`src/rtl/rtc_regwin.sv`:
```
module rtc_regwin #(
  parameter int ADDR_W = 15,
  parameter int NREG   = 8
) (
  input  logic                clk,
  input  logic                rst_n,
  input  logic [ADDR_W-1:0]   bus_addr,
  input  logic [7:0]          bus_wdata,
  input  logic                bus_wr,
  input  logic                bus_rd,
  output logic [7:0]          bus_rdata,
  output logic [ADDR_W-1:0]   ram_addr,
  output logic [7:0]          ram_wdata,
  output logic                ram_wr,
  output logic                ram_rd,
  input  logic [7:0]          ram_rdata,
  input  logic                tick,
  input  logic [8*NREG-1:0]   live_time,
  input  logic                batt_ok,
  output logic                load_valid,
  output logic [8*NREG-1:0]   load_time,
  output logic                osc_stop,
  output logic                freq_test
);
  localparam int OFF_W = $clog2(NREG);

  logic [7:0]       vis [NREG];
  logic             set_q, frz_q, osc_q, ft_q, load_q, rclk_q;
  logic [7:0]       rdat_q, rd_mux;
  logic             is_clk;
  logic [OFF_W-1:0] off;

  function automatic logic [7:0] keep_mask(input logic [OFF_W-1:0] o);
    case (o)
      0, 3, 5: keep_mask = 8'h3F;
      1, 2:    keep_mask = 8'h7F;
      4:       keep_mask = 8'h07;
      6:       keep_mask = 8'h1F;
      default: keep_mask = 8'hFF;
    endcase
  endfunction

  assign is_clk    = &bus_addr[ADDR_W-1:OFF_W];
  assign off       = bus_addr[OFF_W-1:0];
  assign ram_addr  = bus_addr;
  assign ram_wdata = bus_wdata;
  assign ram_wr    = bus_wr & ~is_clk;
  assign ram_rd    = bus_rd & ~is_clk;
  assign bus_rdata = rclk_q ? rdat_q : ram_rdata;
  assign load_valid = load_q;
  assign osc_stop  = osc_q;
  assign freq_test = ft_q;

  for (genvar g = 0; g < NREG; g++) begin : g_pack
    assign load_time[8*g +: 8] = vis[g];
  end

  always_comb begin
    case (off)
      0:       rd_mux = {set_q, frz_q, vis[0][5:0]};
      1:       rd_mux = {osc_q, vis[1][6:0]};
      4:       rd_mux = {batt_ok, ft_q, 3'b000, vis[4][2:0]};
      default: rd_mux = vis[off];
    endcase
  end

  always_ff @(posedge clk) begin
    if (!rst_n) begin
      for (int i = 0; i < NREG; i++) vis[i] <= '0;
      set_q  <= 1'b0;
      frz_q  <= 1'b0;
      osc_q  <= 1'b0;
      ft_q   <= 1'b0;
      load_q <= 1'b0;
      rclk_q <= 1'b0;
      rdat_q <= '0;
    end else begin
      load_q <= 1'b0;
      if (bus_wr && is_clk) begin
        vis[off] <= bus_wdata & keep_mask(off);
        case (off)
          0: begin
            set_q  <= bus_wdata[7];
            frz_q  <= bus_wdata[6];
            load_q <= set_q & ~bus_wdata[7];
          end
          1: osc_q <= bus_wdata[7];
          4: ft_q  <= bus_wdata[6];
          default: ;
        endcase
      end else if (tick && !set_q && !frz_q && !load_q) begin
        for (int i = 0; i < NREG; i++)
          vis[i] <= live_time[8*i +: 8] & keep_mask(OFF_W'(i));
      end
      if (bus_rd) begin
        rclk_q <= is_clk;
        rdat_q <= rd_mux;
      end
    end
  end
endmodule

```
`config.mk`:
```
export PLATFORM = sky130hd
export DESIGN_NAME = rtc_regwin
export DESIGN_NICKNAME = d
export VERILOG_FILES = /design/src/rtl/rtc_regwin.sv
export SDC_FILE = /design/constraint.sdc
export NUM_CORES = 1
export LEC_CHECK = 0
export BUFFER_PORTS_ARGS = -buffer_cell sky130_fd_sc_hd__buf_2
export CORE_MARGIN = 1
export CORE_UTILIZATION = 50
export CTS_CLUSTER_DIAMETER = 60
export CTS_CLUSTER_SIZE = 12
export DETAILED_ROUTE_END_ITERATION = 8
export PLACE_DENSITY = 0.93
export SLEW_MARGIN = 15
export SYNTH_ARGS = -nofsm -noshare
export SYNTH_HDL_FRONTEND = slang
export SYNTH_SLANG_ARGS = --single-unit
export TNS_END_PERCENT = 10
```
`constraint.sdc`:
```
create_clock -name clk -period 2.9 [get_ports clk]
set_input_delay 0.145 -clock clk [delete_from_list [all_inputs] [get_ports clk]]
set_output_delay 0.145 -clock clk [all_outputs]
set_load 0.01 [all_outputs]
```
==> out/summary.txt, run 1 <==
TritonCTS clock tree = built
share of cells above drive strength 1 = 0.447
pre-CTS WS = 0.696 ns
Starting Density = 0.522
First DRT Iteration DRCs = 469
sw power = 706 uW
Worst R2R Path Depth = 4
DRC violations left = 0
Vias = 3768
switching portion of total power = 0.280
hold crit path type = input port to flop
critical path class = input port to flop
setup TNS = 0 ns
Die Area = 8470 um^2
outcome = finished clean
CTS Buf Count = 9
Post-CTS Setup Bufs = 0
Seq/Total Area, Yosys = 0.544
TritonCTS Sinks = 78
die width = 92.0 um
Post-DP HPWL = 9500 um
sequential power share = 0.536
final hold vios = 0
Worst Min Path Start = live_time[1]
dpl cells = 612
Port Buf Inserts = 184
mean routed wirelength per cell = 20.2 um
cts hold-fix bufs = 0
utilization after layout = 0.655
Diodes inserted = 0
vias per inst = 6.00
largest net degree at the start of global routing = 35
vias in the first global route = 3626
worst-margin pin slew = 1.01 ns
Area after DPL = 4920 um^2
yosys warns = 0
first-pass GRT wire length = 18900 um
Post-synth EDFFs = 64
setup slack after layout = 1.02 ns
clk buf depth = 2
Leak = 2.22 nW
router iterations before antenna repair = 5
antenna-violating nets left = 0
fin crit period = 1.88 ns
htree depth = 3
layout net count = 622
Cell Int Power = 1.82 mW
commonest non-fill, non-tap cell in the layout = buf_2
PD cells = 496 nW/um^2
total grt overflow = 0
Final setup viols = 0
FF-to-FF setup slack = 1.04 ns
Worst Hold Path EP = vis[0][1]
gr usage total = 0.302
arrival time at the worst endpoint = 1.89 ns
crit share post-route = 0.650
WL final = 12700 um
Core Area = 7770 um^2
Setup crit start = bus_addr[1]
Final Non-Filler Cells = 628
CP endpoint kind = flop
number of I/O pins = 201
fillers = 624
post-route cell area = 5090 um^2
RSZ-0062 raised after global routing = false
row cnt = 32
Rel. slew slack = 0.328
CP required = 2.91 ns
Hold Crit Depth = 2
async set-or-reset flop fraction in the synthesized netlist = 0
Hold Slack = 0.0668 ns
Worst-Skew Late Latency = 0.35 ns
Max Slew Vio Count = 0
Crit Path Max Fanout = 32
antenna violations before repair = 0
die height = 92.0 um
Main synth FF type = edfxtp_1
Max VDD drop = 0.283 mV
highest clock rate = 531 MHz
MaxCap Viol Count = 0
Synth Instances = 353
Reg clk slew, reported paths = 0.08 ns
syn_area_per_cell = 11.5 um^2
post_cts resized = 0
Setup Skew = 0.00930 ns
Synth-to-Final Area Change = 25.7%
GPL Wtd Cong = 0.889
synthesized area = 4050 um^2
reg-to-reg endpoint = vis[2][5]
FF+latch count, synth = 78
crit start category = input port
Root Buffer = clkbuf_8
Final Total Pwr = 2.53 mW
Reg-to-Reg Start = frz_q
Logic pwr share = 0.175
Clock power frac = 0.289
most frequent cells in the layout = 184 x buf_2, 64 x edfxtp_1, 33 x o21ai_0
synth unique cells = 46
[Yosys cell counts, types with 2 or more instances]
cell type	n	area [um^2]
a21oi_1	8	40.0
a221o_1	3	30.0
a221oi_1	4	35.0
a22o_1	15	131
a2bb2oi_1	4	35.0
a31oi_1	8	50.1
a32o_1	2	20.0
and2_1	3	18.8
and3_1	5	31.3
buf_2	5	25.0
buf_4	23	173
buf_6	3	33.8
clkbuf_1	19	71.3
dfxtp_1	14	280
edfxtp_1	64	1920
inv_2	3	11.3
mux2_2	16	180
mux2i_1	12	120
mux4_2	2	45.0
nand2_1	31	116
nand2b_1	4	25.0
nand3_1	16	80.1
nand3b_1	3	22.5
nand4_1	2	12.5
nor2_1	5	18.8
nor2b_1	2	12.5
nor3_1	4	20.0
nor3b_1	2	15.0
nor4_1	2	12.5
nor4b_1	2	17.5
o211ai_1	2	15.0
o21ai_0	33	165
o2bb2ai_1	18	158
or2_2	2	12.5
[per-layer routing]
| metal | global-route usage | wire length (um) | share of wire | vias up |
|---|---|---|---|---|
| met4 | 0.173 | 627 | 0.049 | 0 |
| met1 | 0.357 | 4430 | 0.35 | 1765 |
| met3 | 0.0672 | 1320 | 0.10 | 57 |
| met2 | 0.506 | 6310 | 0.50 | 284 |
| met5 | 0 | 0 | 0 | - |
| li1 | - | - | - | 1662 |
[state kept, by name (all words and copies together), names as in the netlist]
signal,count
set_q,1
rdat_q,8
frz_q,1
freq_test,1
osc_stop,1
rclk_q,1
vis,64
load_valid,1
[power by group through the flow]
stage               Combinational [mW]  Sequential (mW)  Clock [mW]
global placement                 0.424             1.37           0
CTS                              0.437             1.35       0.725
detailed placement               0.435             1.38           0
floorplan                        0.199             1.41           0
global route                     0.470             1.36       0.766
finish                           0.442             1.36       0.729
[critical path, stage by stage]
cell	delay (ns)
buf_2	0.44
nand3_1	0.18
nor4_2	0.29
and2_1	0.42
nand2b_1	0.42
[how the worst max path moves through the flow]
stage	to	slack [ns]	cells after the start
global route	vis[7][5]	0.89	5
floorplan	vis[3][0]	0.95	4
finish	vis[7][1]	1.02	5
detailed placement	vis[7][0]	0.70	5
CTS	vis[2][5]	1.04	4
global placement	vis[7][7]	0.78	5
[layout make-up]
cell class / count / area [um^2] / share of cell area
clock inverter: 5 / 26.3 / 0.00516
tap: 102 / 128 / 0.0251
multi-input combinational: 235 / 1590 / 0.312
inverter: 4 / 15.0 / 0.00295
sequential: 78 / 2200 / 0.433
timing repair buffer: 193 / 988 / 0.194
clock buffer: 11 / 141 / 0.0278
[kinds of logic (layout without fill, tap and decap cells)]
kind of cell,count (synthesis),count (layout),synth area share
compound gates,100,100,0.174
buf+inv,55,213,0.0794
flops,78,78,0.544
mux,30,30,0.0852
other cells,1,16,0.000926
simple gates,89,89,0.117
Power figures use the tool's default switching activity.
==> run 2: changes to the inputs <==
Settings changed: CORE_UTILIZATION 50 to 46, PLACE_DENSITY 0.93 to 0.87.
Clock period 2.9 ns to 1.8 ns, I/O delays scaled along.
==> run 2 against run 1 <==
Combinational power up 78%. Via count up 2.7%. Power up 81%. Critical endpoint is now vis[3][7]. First-iteration DRC count down 16%. Utilization up 0.30 points.
==> out/summary.txt, run 2 (same netlist as run 1, synthesis figures left out) <==
outcome = finished clean (unchanged)
WL final = 13100 um (was 12700 um)
max reg flops = 64 (unchanged)
CP required = 1.87 ns (was 2.91 ns)
utilization after layout = 0.658 (was 0.655)
Die Area = 9190 um^2 (was 8470 um^2)
share of cells above drive strength 1 = 0.482 (was 0.447)
die width = 95.8 um (was 92.0 um)
TritonCTS clock tree = built (unchanged)
most frequent cells in the layout = 184 x buf_2, 64 x edfxtp_1, 39 x buf_4 (was 184 x buf_2, 64 x edfxtp_1, 33 x o21ai_0)
RSZ-0062 raised after global routing = false (unchanged)
post_cts resized = 0 (unchanged)
Max VDD drop = 0.488 mV (was 0.283 mV)
total grt overflow = 0 (unchanged)
Worst Hold Path EP = vis[2][1] (was vis[0][1])
commonest non-fill, non-tap cell in the layout = buf_2 (unchanged)
hold crit path type = input port to flop (unchanged)
MaxCap Viol Count = 0 (unchanged)
Synth-to-Final Area Change = 36.2% (was 25.7%)
Post-DP HPWL = 9800 um (was 9500 um)
Worst-Skew Late Latency = 0.36 ns (was 0.35 ns)
GPL Wtd Cong = 0.906 (was 0.889)
setup TNS = 0 ns (unchanged)
antenna violations before repair = 0 (unchanged)
vias in the first global route = 3605 (was 3626)
gr usage total = 0.292 (was 0.302)
die height = 95.8 um (was 92.0 um)
Regs by FF count = vis (64), rdat_q (8) (unchanged)
Max Slew Vio Count = 0 (unchanged)
critical path class = flop to flop (was input port to flop)
Crit Path Max Fanout = 8 (was 32)
highest clock rate = 604 MHz
clk buf depth = 2 (unchanged)
Final setup viols = 0 (unchanged)
Setup Skew = 0.00567 ns (was 0.00930 ns)
DRC violations left = 0 (unchanged)
CP endpoint kind = flop (unchanged)
CTS Buf Count = 9 (unchanged)
Area after DPL = 5250 um^2 (was 4920 um^2)
PD cells = 826 nW/um^2 (was 496 nW/um^2)
Diodes inserted = 0 (unchanged)
GR Util met3 = 0.0640 (was 0.0672)
mean routed wirelength per cell = 19.6 um (was 20.2 um)
arrival time at the worst endpoint = 1.73 ns (was 1.89 ns)
Vias = 3869 (was 3768)
crit share post-route = 0.920
Top Usage Layer GRT = met2 (unchanged)
Port Buf Inserts = 184 (unchanged)
vias per inst = 5.78 (was 6.00)
Core Area = 8380 um^2 (was 7770 um^2)
fillers = 657 (was 624)
first-pass GRT wire length = 19300 um (was 18900 um)
fin crit period = 1.66 ns
M2 GR Usage = 0.473 (was 0.506)
post-route cell area = 5520 um^2 (was 5090 um^2)
Reg-to-Reg Start = set_q (was frz_q)
met1 Track Usage GR = 0.389 (was 0.357)
router iterations before antenna repair = 6 (was 5)
row cnt = 33 (was 32)
Leak = 2.46 nW (was 2.22 nW)
number of I/O pins = 201 (unchanged)
Reg clk slew, reported paths = 0.09 ns (was 0.08 ns)
Worst R2R Path Depth = 6 (was 4)
antenna-violating nets left = 0 (unchanged)
htree depth = 3 (unchanged)
largest net degree at the start of global routing = 33 (was 35)
Biggest register = vis (unchanged)
First DRT Iteration DRCs = 396 (was 469)
Worst Min Path Start = live_time[17] (was live_time[1])
reg-to-reg endpoint = vis[3][7] (was vis[2][5])
layout net count = 660 (was 622)
FF-to-FF setup slack = 0.14 ns (was 1.04 ns)
final hold vios = 0 (unchanged)
crit start category = flop (was input port)
Hold Crit Depth = 2 (unchanged)
Final Total Pwr = 4.56 mW (was 2.53 mW)
TritonCTS Sinks = 78 (unchanged)
Starting Density = 0.483 (was 0.522)
Root Buffer = clkbuf_8 (unchanged)
## run 2: cell types whose count changed in the layout (fill, tap and decap cells not counted), sizes merged
| cell | previous run | this run |
|---|---|---|
| clkbuf | 11 | 9 |
| bufinv | 0 | 3 |
| clkinv | 4 | 3 |
| dlygate4sd3 | 0 | 3 |
| buf | 193 | 228 |
## run 2: what timing repair did
item,in CTS,in global routing
hold endpoints to repair,2,1
setup buffers,0,0
hold buffers,2,1
## run 2: worst max path at each step
stage            startpoint  slack (ns)  cells after the start         to
2_1_floorplan   bus_addr[9]       -0.09                      4  vis[3][0]
3_3_place_gp    bus_addr[9]       -0.01                      6  vis[3][1]
3_5_place_dp   bus_addr[13]       -0.03                      5  vis[4][4]
4_1_cts               set_q        0.16                      5  vis[4][0]
5_1_grt               set_q        0.04                      6  vis[3][7]
6_report              set_q        0.14                      6  vis[3][7]
## run 2: layout make-up
| cell class | instances | area, um^2 | share of cell area |
|---|---|---|---|
| sequential | 78 | 2200 | 0.399 |
| tap | 105 | 131 | 0.0238 |
| multi-input combinational | 235 | 1590 | 0.288 |
| timing repair buffer | 231 | 1340 | 0.243 |
| clock inverter | 7 | 113 | 0.0204 |
| inverter | 4 | 15.0 | 0.00272 |
| clock buffer | 9 | 124 | 0.0224 |
## run 2: power breakdown
group          internal (mW)  switching (mW)  leakage, nW
Clock                  0.913           0.673        0.119
Sequential              2.11          0.0805        0.792
Combinational          0.351           0.436         1.55
Total                   3.37            1.19         2.46
## run 2: worst max-delay path, stage by stage, from the launching register on
cell,delay [ns]
dfxtp_1,0.35
nor4b_1,0.29
buf_4,0.18
a21oi_1,0.09
buf_4,0.17
o21ai_0,0.08
buf_4,0.21
## run 2: layer usage
layer  vias to the layer above  part of all wire
met1                      1819              0.38
met2                       269              0.48
li1                       1741                 -
met4                         0             0.030
met3                        40              0.11
met5                         -                 0
## run 2: metrics by stage
step           std cells  hold slack [ns]  worst slack (ns)
5_1_grt              669          0.00167            0.0438
2_1_floorplan        368            0.248           -0.0934
4_1_cts              668          0.00127             0.157
6_report             669           0.0181             0.143
3_5_place_dp         650            0.374           -0.0277
3_3_place_gp         650            0.371           -0.0124
